--- src/rtl/bus_burst_pkg.sv ---
// Shared definitions for the burst memory slave.
// Assumes: cycle type codes follow the bus convention for single,
// fixed-address burst, incrementing burst and last beat.
package bus_burst_pkg;

    typedef enum logic [2:0] {
        CTI_SINGLE = 3'b000,
        CTI_FIXED  = 3'b001,
        CTI_INCR   = 3'b010,
        CTI_LAST   = 3'b111
    } cti_e;

endpackage

--- src/rtl/burst_word_store.sv ---
// Word array with byte-lane writes and an asynchronous read port.
// Assumes: one write per cycle, read and write share one address.
module burst_word_store #(
    parameter int DATA_W = 32,
    parameter int ADDR_W = 4
) (
    input  logic                clk,
    input  logic                rst_n,
    input  logic                wr_en,
    input  logic [ADDR_W-1:0]   addr,
    input  logic [DATA_W-1:0]   wr_data,
    input  logic [DATA_W/8-1:0] wr_lanes,
    output logic [DATA_W-1:0]   rd_data
);
    localparam int DEPTH = 1 << ADDR_W;
    localparam int LANES = DATA_W / 8;

    logic [DATA_W-1:0] words [DEPTH];

    // Clear on reset, then merge enabled byte lanes on a write.
    always_ff @(posedge clk) begin
        if (!rst_n) begin
            for (int i = 0; i < DEPTH; i++) begin
                words[i] <= '0;
            end
        end else if (wr_en) begin
            for (int b = 0; b < LANES; b++) begin
                if (wr_lanes[b]) begin
                    words[addr][b*8 +: 8] <= wr_data[b*8 +: 8];
                end
            end
        end
    end

    // Present the addressed word.
    always_comb begin
        rd_data = words[addr];
    end

endmodule

--- src/rtl/burst_beat_ctrl.sv ---
// Beat sequencer: raises acknowledge one cycle after a new request and
// keeps it high through bursts. It holds the beat while strobe is low and
// steps the word address on completed incrementing beats.
// Assumes: the master holds cycle type stable with each beat.
module burst_beat_ctrl
    import bus_burst_pkg::*;
#(
    parameter int ADDR_W = 4
) (
    input  logic              clk,
    input  logic              rst_n,
    input  logic              cyc,
    input  logic              stb,
    input  logic [ADDR_W-1:0] adr,
    input  logic [2:0]        cti,
    output logic              ack,
    output logic              beat_done,
    output logic [ADDR_W-1:0] beat_addr
);
    logic              ack_q;
    logic [ADDR_W-1:0] addr_q;

    // Track the acknowledge state and the current beat's word address.
    always_ff @(posedge clk) begin
        if (!rst_n) begin
            ack_q  <= 1'b0;
            addr_q <= '0;
        end else if (!cyc) begin
            ack_q <= 1'b0;
        end else if (!ack_q) begin
            if (stb) begin
                ack_q  <= 1'b1;
                addr_q <= adr;
            end
        end else if (stb) begin
            case (cti)
                CTI_FIXED: ack_q  <= 1'b1;
                CTI_INCR:  addr_q <= addr_q + 1'b1;
                default:   ack_q  <= 1'b0;
            endcase
        end
    end

    // Beat is consumed only with all three handshake signals high.
    always_comb begin
        ack       = ack_q;
        beat_done = cyc & stb & ack_q;
        beat_addr = addr_q;
    end

endmodule

--- src/rtl/bus_burst_slave.sv ---
// Top level of the burst memory slave: joins the beat sequencer and the
// word array, and gates read data with acknowledge.
// Assumes: a single master; DATA_W is a multiple of 8.
module bus_burst_slave #(
    parameter int DATA_W = 32,
    parameter int ADDR_W = 4
) (
    input  logic                clk,
    input  logic                rst_n,
    input  logic                cyc_i,
    input  logic                stb_i,
    input  logic                we_i,
    input  logic [ADDR_W-1:0]   adr_i,
    input  logic [DATA_W-1:0]   dat_i,
    input  logic [DATA_W/8-1:0] sel_i,
    input  logic [2:0]          cti_i,
    output logic [DATA_W-1:0]   dat_o,
    output logic                ack_o
);
    logic              beat_done;
    logic [ADDR_W-1:0] beat_addr;
    logic [DATA_W-1:0] rd_word;
    logic              store_wr;

    burst_beat_ctrl #(.ADDR_W(ADDR_W)) u_ctrl (
        .clk       (clk),
        .rst_n     (rst_n),
        .cyc       (cyc_i),
        .stb       (stb_i),
        .adr       (adr_i),
        .cti       (cti_i),
        .ack       (ack_o),
        .beat_done (beat_done),
        .beat_addr (beat_addr)
    );

    burst_word_store #(.DATA_W(DATA_W), .ADDR_W(ADDR_W)) u_store (
        .clk      (clk),
        .rst_n    (rst_n),
        .wr_en    (store_wr),
        .addr     (beat_addr),
        .wr_data  (dat_i),
        .wr_lanes (sel_i),
        .rd_data  (rd_word)
    );

    // Write only on completed beats; drive data only while acknowledging.
    always_comb begin
        store_wr = beat_done & we_i;
        dat_o    = ack_o ? rd_word : '0;
    end

endmodule

--- config.mk ---
export PLATFORM = sky130hd
export DESIGN_NAME = bus_burst_slave
export DESIGN_NICKNAME = d
export VERILOG_FILES = /design/src/rtl/bus_burst_pkg.sv /design/src/rtl/burst_word_store.sv /design/src/rtl/burst_beat_ctrl.sv /design/src/rtl/bus_burst_slave.sv
export SDC_FILE = /design/constraint.sdc
export NUM_CORES = 1
export LEC_CHECK = 0
export ABC_CLOCK_PERIOD_IN_PS = 4350
export BUFFER_PORTS_ARGS = -buffer_cell sky130_fd_sc_hd__buf_2
export CAP_MARGIN = 30
export CELL_PAD_IN_SITES_DETAIL_PLACEMENT = 1
export CELL_PAD_IN_SITES_GLOBAL_PLACEMENT = 2
export CORE_MARGIN = 2
export CORE_UTILIZATION = 47
export DETAILED_ROUTE_END_ITERATION = 8
export GPL_TIMING_DRIVEN = 0
export PLACE_DENSITY_LB_ADDON = 0.1
export SETUP_SLACK_MARGIN = 0.5
export SLEW_MARGIN = 20
export SYNTH_ARGS = -nofsm -noshare
export SYNTH_HDL_FRONTEND = slang
export SYNTH_SLANG_ARGS = --single-unit
--- constraint.sdc ---
create_clock -name clk -period 4.35 [get_ports clk]
set_clock_uncertainty 0.1 [all_clocks]
set_input_delay 1.305 -clock clk [delete_from_list [all_inputs] [get_ports clk]]
set_output_delay 1.305 -clock clk [all_outputs]
set_load 0.05 [all_outputs]
### Word level (Yosys, flattened, before mapping)

Memory sizes are Yosys's and may differ from the RTL's. A register that Yosys moved wholly into a read port is not among the register bits.
Index checks and enable logic that the tools add are counted.

* add/sub/neg operators: 1
* equal/unequal tests: 3
* mux-type cells: 31
* bitwise gates (word level): 3
* reduce and logical (&&, ||, !) cells: 4

Operators by type and width (count)
* 32-bit 2-to-1 mux: 2
* 4-bit 2-to-1 mux: 8
* 32-bit OR reduction: 1
* 1-bit 2-to-1 mux: 21
* 4-bit by 1-bit adder with 4-bit output (second input constant): 1
* 1-bit bitwise AND: 3
* 3-bit by 1-bit equality test with 1-bit output (second input constant): 1
* 3-bit by 2-bit equality test with 1-bit output (second input constant): 1
* 3-bit AND reduction: 1
* 2-bit != test (second input constant): 1
* 2-bit AND reduction: 1
* 2-bit OR reduction: 1

* flip-flop bits (word level): 5
* memory bits (writable): 512
* bits of input ports: 48
* memories: 1

Memory list
* u_store.words: words 16, width 32, read ports 1, clocked after memory_dff 1, wr ports 16, RTL line burst_word_store.sv:18 `logic [DATA_W-1:0] words [DEPTH];`

### Depth between registers and ports, before layout

* word-level depth: 8
* gate-level depth with buffers: 8
* depth with buffers taken out: 5

### Modules after synthesis

From an unflattened synthesis, not the netlist that was laid out.

* cells, all modules: 1595
* area total of the unflattened synthesis: 22735.6 um^2

Modules (own cells, without submodules)
* burst_word_store: instances 1, cells an instance 1521, area an instance 22141.2 um^2, sequential area each 15374.7 um^2
* burst_beat_ctrl: instances 1, cells an instance 38, area an instance 332.8 um^2, sequential area each 100.1 um^2
* bus_burst_slave: instances 1, cells an instance 36, area an instance 261.5 um^2, sequential area each 0.0 um^2

### Worst setup path after synthesis

Ideal clock, no wire load.

* path type: reg-to-output
* start: reg u_ctrl.ack_q, in the netlist u_ctrl.ack
* end: out dat_o[1]
* arrival: 1919 ps
* required time: 2945 ps
* setup slack: 1026 ps
* stages on the path, launching flop included: 4
* buffers on the path: 1
* cells stage by stage: dfxtp_1 > nand2_1 > clkbuf_1 > o21ai_1

* word-level cells in the longest chain between the ends: 1

RTL lines
* start, declared: RTL line burst_beat_ctrl.sv:20 `logic ack_q;`
* start signal, assigned: RTL line burst_beat_ctrl.sv:26 `ack_q <= 1'b0;`
* start signal, assigned: RTL line burst_beat_ctrl.sv:29 `ack_q <= 1'b0;`
* start signal, assigned: RTL line burst_beat_ctrl.sv:32 `ack_q <= 1'b1;`
* 32-bit 2-to-1 mux: RTL line bus_burst_slave.sv:50 `dat_o = ack_o ? rd_word : '0;`
* end, declared: RTL line bus_burst_slave.sv:17 `output logic [DATA_W-1:0] dat_o,`

Every way passes these cells.

==> summary by stage <==
Floorplan
The initial utilization of the core area, before any placement, comes to 47.5%. The die height is 234 um. The die span in x is 234 um.

The number of I/O pins is 81. The region available for standard cell placement spans 52400 sq um. The total number of placement rows is 84. The die covers 54800 sq um.

Synth
The synthesized netlist devotes 5.58% of its cell area to compound gates. The biggest area contributor in the post-synthesis netlist is sky130_fd_sc_hd__edfxtp_1. The count of yosys warnings during synthesis is 0. The cell count after synthesis came out at 1797. After synthesis the netlist holds a flip-flop and latch count of 521. After Yosys synthesis, and, or, nand and nor cells account for 17.9% of the synthesized area.

The leading cell type by number of instances after synthesis is sky130_fd_sc_hd__and2_1. The area share of xor/xnor cells in the synthesized design is 0.0352%. The async set-or-reset flop fraction in the synthesized netlist is 0%.

After synthesis, the largest family of logic cells by area is simple AND/OR/NAND/NOR gates. The number of different library cells used by synthesis comes to 42. The net count after synthesis is 1849. After Yosys synthesis, full adders, half adders and majority gates account for 0.201% of the synthesized area. The share of the Yosys chip area taken by registers is 62.5%.

The synthesized area per cell is 13.9 sq um. The post-synthesis instance area is 24900 sq um. The share of the synthesized area in the top cell type is 61.8%. Ranked by total cell area, the synthesized netlist is headed by sky130_fd_sc_hd__edfxtp_1 62%, sky130_fd_sc_hd__and2_1 13%, sky130_fd_sc_hd__mux2i_1 8.5%. The number of enable-type register cells in the synthesized netlist is 512. In the synthesized netlist the dominant register cell turns out to be sky130_fd_sc_hd__edfxtp_1.

The multiplexer share of the synthesized area is 10.7%. The commonest cells after synthesis are 513 x sky130_fd_sc_hd__and2_1, 512 x sky130_fd_sc_hd__edfxtp_1, 211 x sky130_fd_sc_hd__mux2i_1.

Setup path
The critical path startpoint category is a register. In this run the number of cells on the critical path is 9. Together, buffers and inverters on the worst path number 5.

The critical path is of the register to output port type. Of all nets on the critical path, the largest fanout is 10. The endpoint kind of the worst setup timing path is an output port. The worst-path cell with the longest stage delay is sky130_fd_sc_hd__dfxtp_2. Counting stages on the worst path, the most repeated cell is sky130_fd_sc_hd__buf_16.

Data on the critical path is required at its endpoint by 2.94 ns. The worst reg2reg path depth is 3. At the worst endpoint, the arrival time is 2.51 ns. In this run the critical register-to-register path is launched from u_ctrl.beat_addr[1]$_SDFFE_PN0N_. The register-to-register setup slack is 1.45 ns. The worst register-to-register path ends at u_store.words[15][29]$_SDFFCE_PN0P_. The signal on the critical path passes through buf_12 > buf_16 > buf_16 > buf_8 > mux2i_1 > a22oi_1 > nand3_1 > o21ai_2 > buf_6. On the critical path the largest part of the delay comes from buffers and inverters.

In this design, the stage delay of the slowest critical-path cell is 0.35 ns.

Finish
0 antenna diodes ended up in the layout. Summing all flip-flop and latch instances after layout gives 15600 sq um. The final design utilization is 56.3%. The number of nets at the end of the flow is 2033. Counting the fill cells in the layout gives 5065. The synthesis-to-layout area growth is 18.6%. The multi-input logic area is 9060 sq um. The share of final-layout standard cells stronger than drive strength 1 is 22.1%.

Timing
The worst setup margin is 0.439 ns. Setup violations remaining at the end of the flow were counted as 0. Setup repair after global routing could not meet its margin everywhere. The number of hold-slack violations in the final timing report is 0. The worst path in the final design needs a cycle of 3.91 ns, including I/O delays and setup. In this run the tightest slew margin relative to its limit is 34.2%. The worst path uses 89.9% of the clock period. Derived from the worst setup path, the maximum achievable clock frequency is 256 MHz. At the pin with the least slew margin, the transition time is 0.987 ns. The number of pins with negative max-slew slack in the final report is 0.

CTS
The maximum level of the CTS H-tree is 2. Clock-pin slew was measured on the worst setup and hold paths at 0.06 ns. TritonCTS built the clock tree. At the later pin of the worst-skew pair, clock insertion delay measures 0.61 ns. The clock buffer count from CTS is 55. The number of buffers added to fix hold violations after cts is 0. The buffer levels on the longest clock path is 3.

Counting every sink on the clock net gives 521. The cell at the root of the clock tree is sky130_fd_sc_hd__clkbuf_16.

Min path
The class of the most critical hold timing path is register to register. Counting instances, the worst hold path has a depth of 2. In this run the most critical hold path is launched from u_ctrl.beat_addr[0]$_SDFFE_PN0N_.

Run
The number of max-cap violations is 0.

Power
For this design the static power due to leakage is 10.4 nW. The total power density per cell area is 389 nW/um^2. Across the VDD grid, the largest voltage drop is 0.269 mV.

Route
Dividing the detail-routed via count by the number of cells gives 5.84. Dividing the detail-routed wire length by the instance count gives 28.9 um. The count of antenna-violating nets left after detailed routing is 0. For this run, design rule violations remaining after detail routing come to 0. The detailed router finished its first iteration with 1570 violations. The total wirelength of the detailed-routed design is 78500 um. The routed via count is 15.8k. The first-pass iteration count of the detailed router is 5.

Placement
The worst setup slack before clock tree synthesis is 0.266 ns. Buffers placed on the I/O ports in this run total 80. The HPWL after detailed placement is 53900 um. Routability-driven placement finished with a final weighted congestion of 0.838.

GRT
The initial antenna violation count was 0. Entering global routing, the biggest net connects 14 pins. The global-route wire length before repair is 112000 um. The number of global-route vias before repair came to 16.4k. The global-route total usage across every layer is 28.7%. The remaining global-route overflow is 0.

Outcome
The flow ran to the end, and the final reports show no timing, DRC or antenna violations.
how the worst max path moves through the flow:
stage	start	end
floorplan	u_ctrl.ack$_SDFF_PN0_	dat_o[1]
global placement	rst_n	u_store.words[4][15]$_SDFFCE_PN0P_
detailed placement	register	dat_o[28]
CTS	register	dat_o[8]
global route	register	dat_o[21]
finish	register	dat_o[21]
repair_timing:
item                                    4_1_cts  5_1_grt
gates cloned                                  2        8
endpoints found under the hold margin         0        0
gates resized for setup                     232       54
buffers inserted                              6        4
pin swaps                                    28       43
endpoints found under the setup margin       32       32
layout make-up:
type	instances	share of cell area, %
buffer	116	3.74
tap	688	2.92
multi-input combinational	1154	30.7
inverter	6	0.0763
timing repair buffer	127	3.99
sequential	521	52.7
clock inverter	28	0.839
clock buffer	74	5.05
logic make-up after synthesis:
family	count (synthesis)
AOI/OAI and AO/OA	216
xor gates and xnor gates	1
adders and majority gates	4
buffers and inverters	122
DFF	521
muxes	234
and+or+nand+nor	699
sequential cells by signal, indices dropped and copies added, names as in the netlist, named ones only:
| register | flops |
|---|---|
| u_ctrl.ack | 1 |
| u_ctrl.beat_addr | 4 |
| u_store.words | 512 |
layout by cell type, fill, tap and decap left out, drive strengths merged, types with 23 or more instances in the layout:
| cell | count |
|---|---|
| buf | 164 |
| nand2 | 52 |
| edfxtp | 512 |
| nor2 | 67 |
| o21ai | 96 |
| mux4 | 23 |
| clkbuf | 153 |
| a22oi | 103 |
| nand3 | 40 |
| and2 | 513 |
| mux2i | 211 |
tightest hold or removal path: cells and delay by family, from the launching register on:
kind            cells  cell delay, ns
buf+inv             1            0.14
flops               1            0.34
compound gates      1            0.11
where the power goes:
part	internal, mW	total, mW	switching [mW]	leakage, nW
clock	2.68	4.66	1.97	0.842
sequential	5.67	5.72	0.0565	5.36
combinational	0.398	1.11	0.715	4.16
per-stage QoR:
step	instance area, sq um	std cells	total power [mW]	hold WS (ns)	setup TNS [ns]
6_report	29500	2714	11.5	0.542	0
5_1_grt	29500	2714	11.8	0.572	0
3_3_place_gp	26200	2565	6.71	0.523	-0.651
3_5_place_dp	26300	2586	6.76	0.535	0
4_1_cts	29000	2696	11.5	0.537	0
2_1_floorplan	24900	1797	6.35	0.458	0
layer usage:
| layer | share of wire, % | global-route usage (%) |
|---|---|---|
| met3 | 5.1 | 4.49 |
| met2 | 49 | 48.1 |
| met4 | 2.2 | 8.21 |
| met5 | 0 | 0 |
| met1 | 43 | 38.9 |
(Power assumes the default switching activity.)
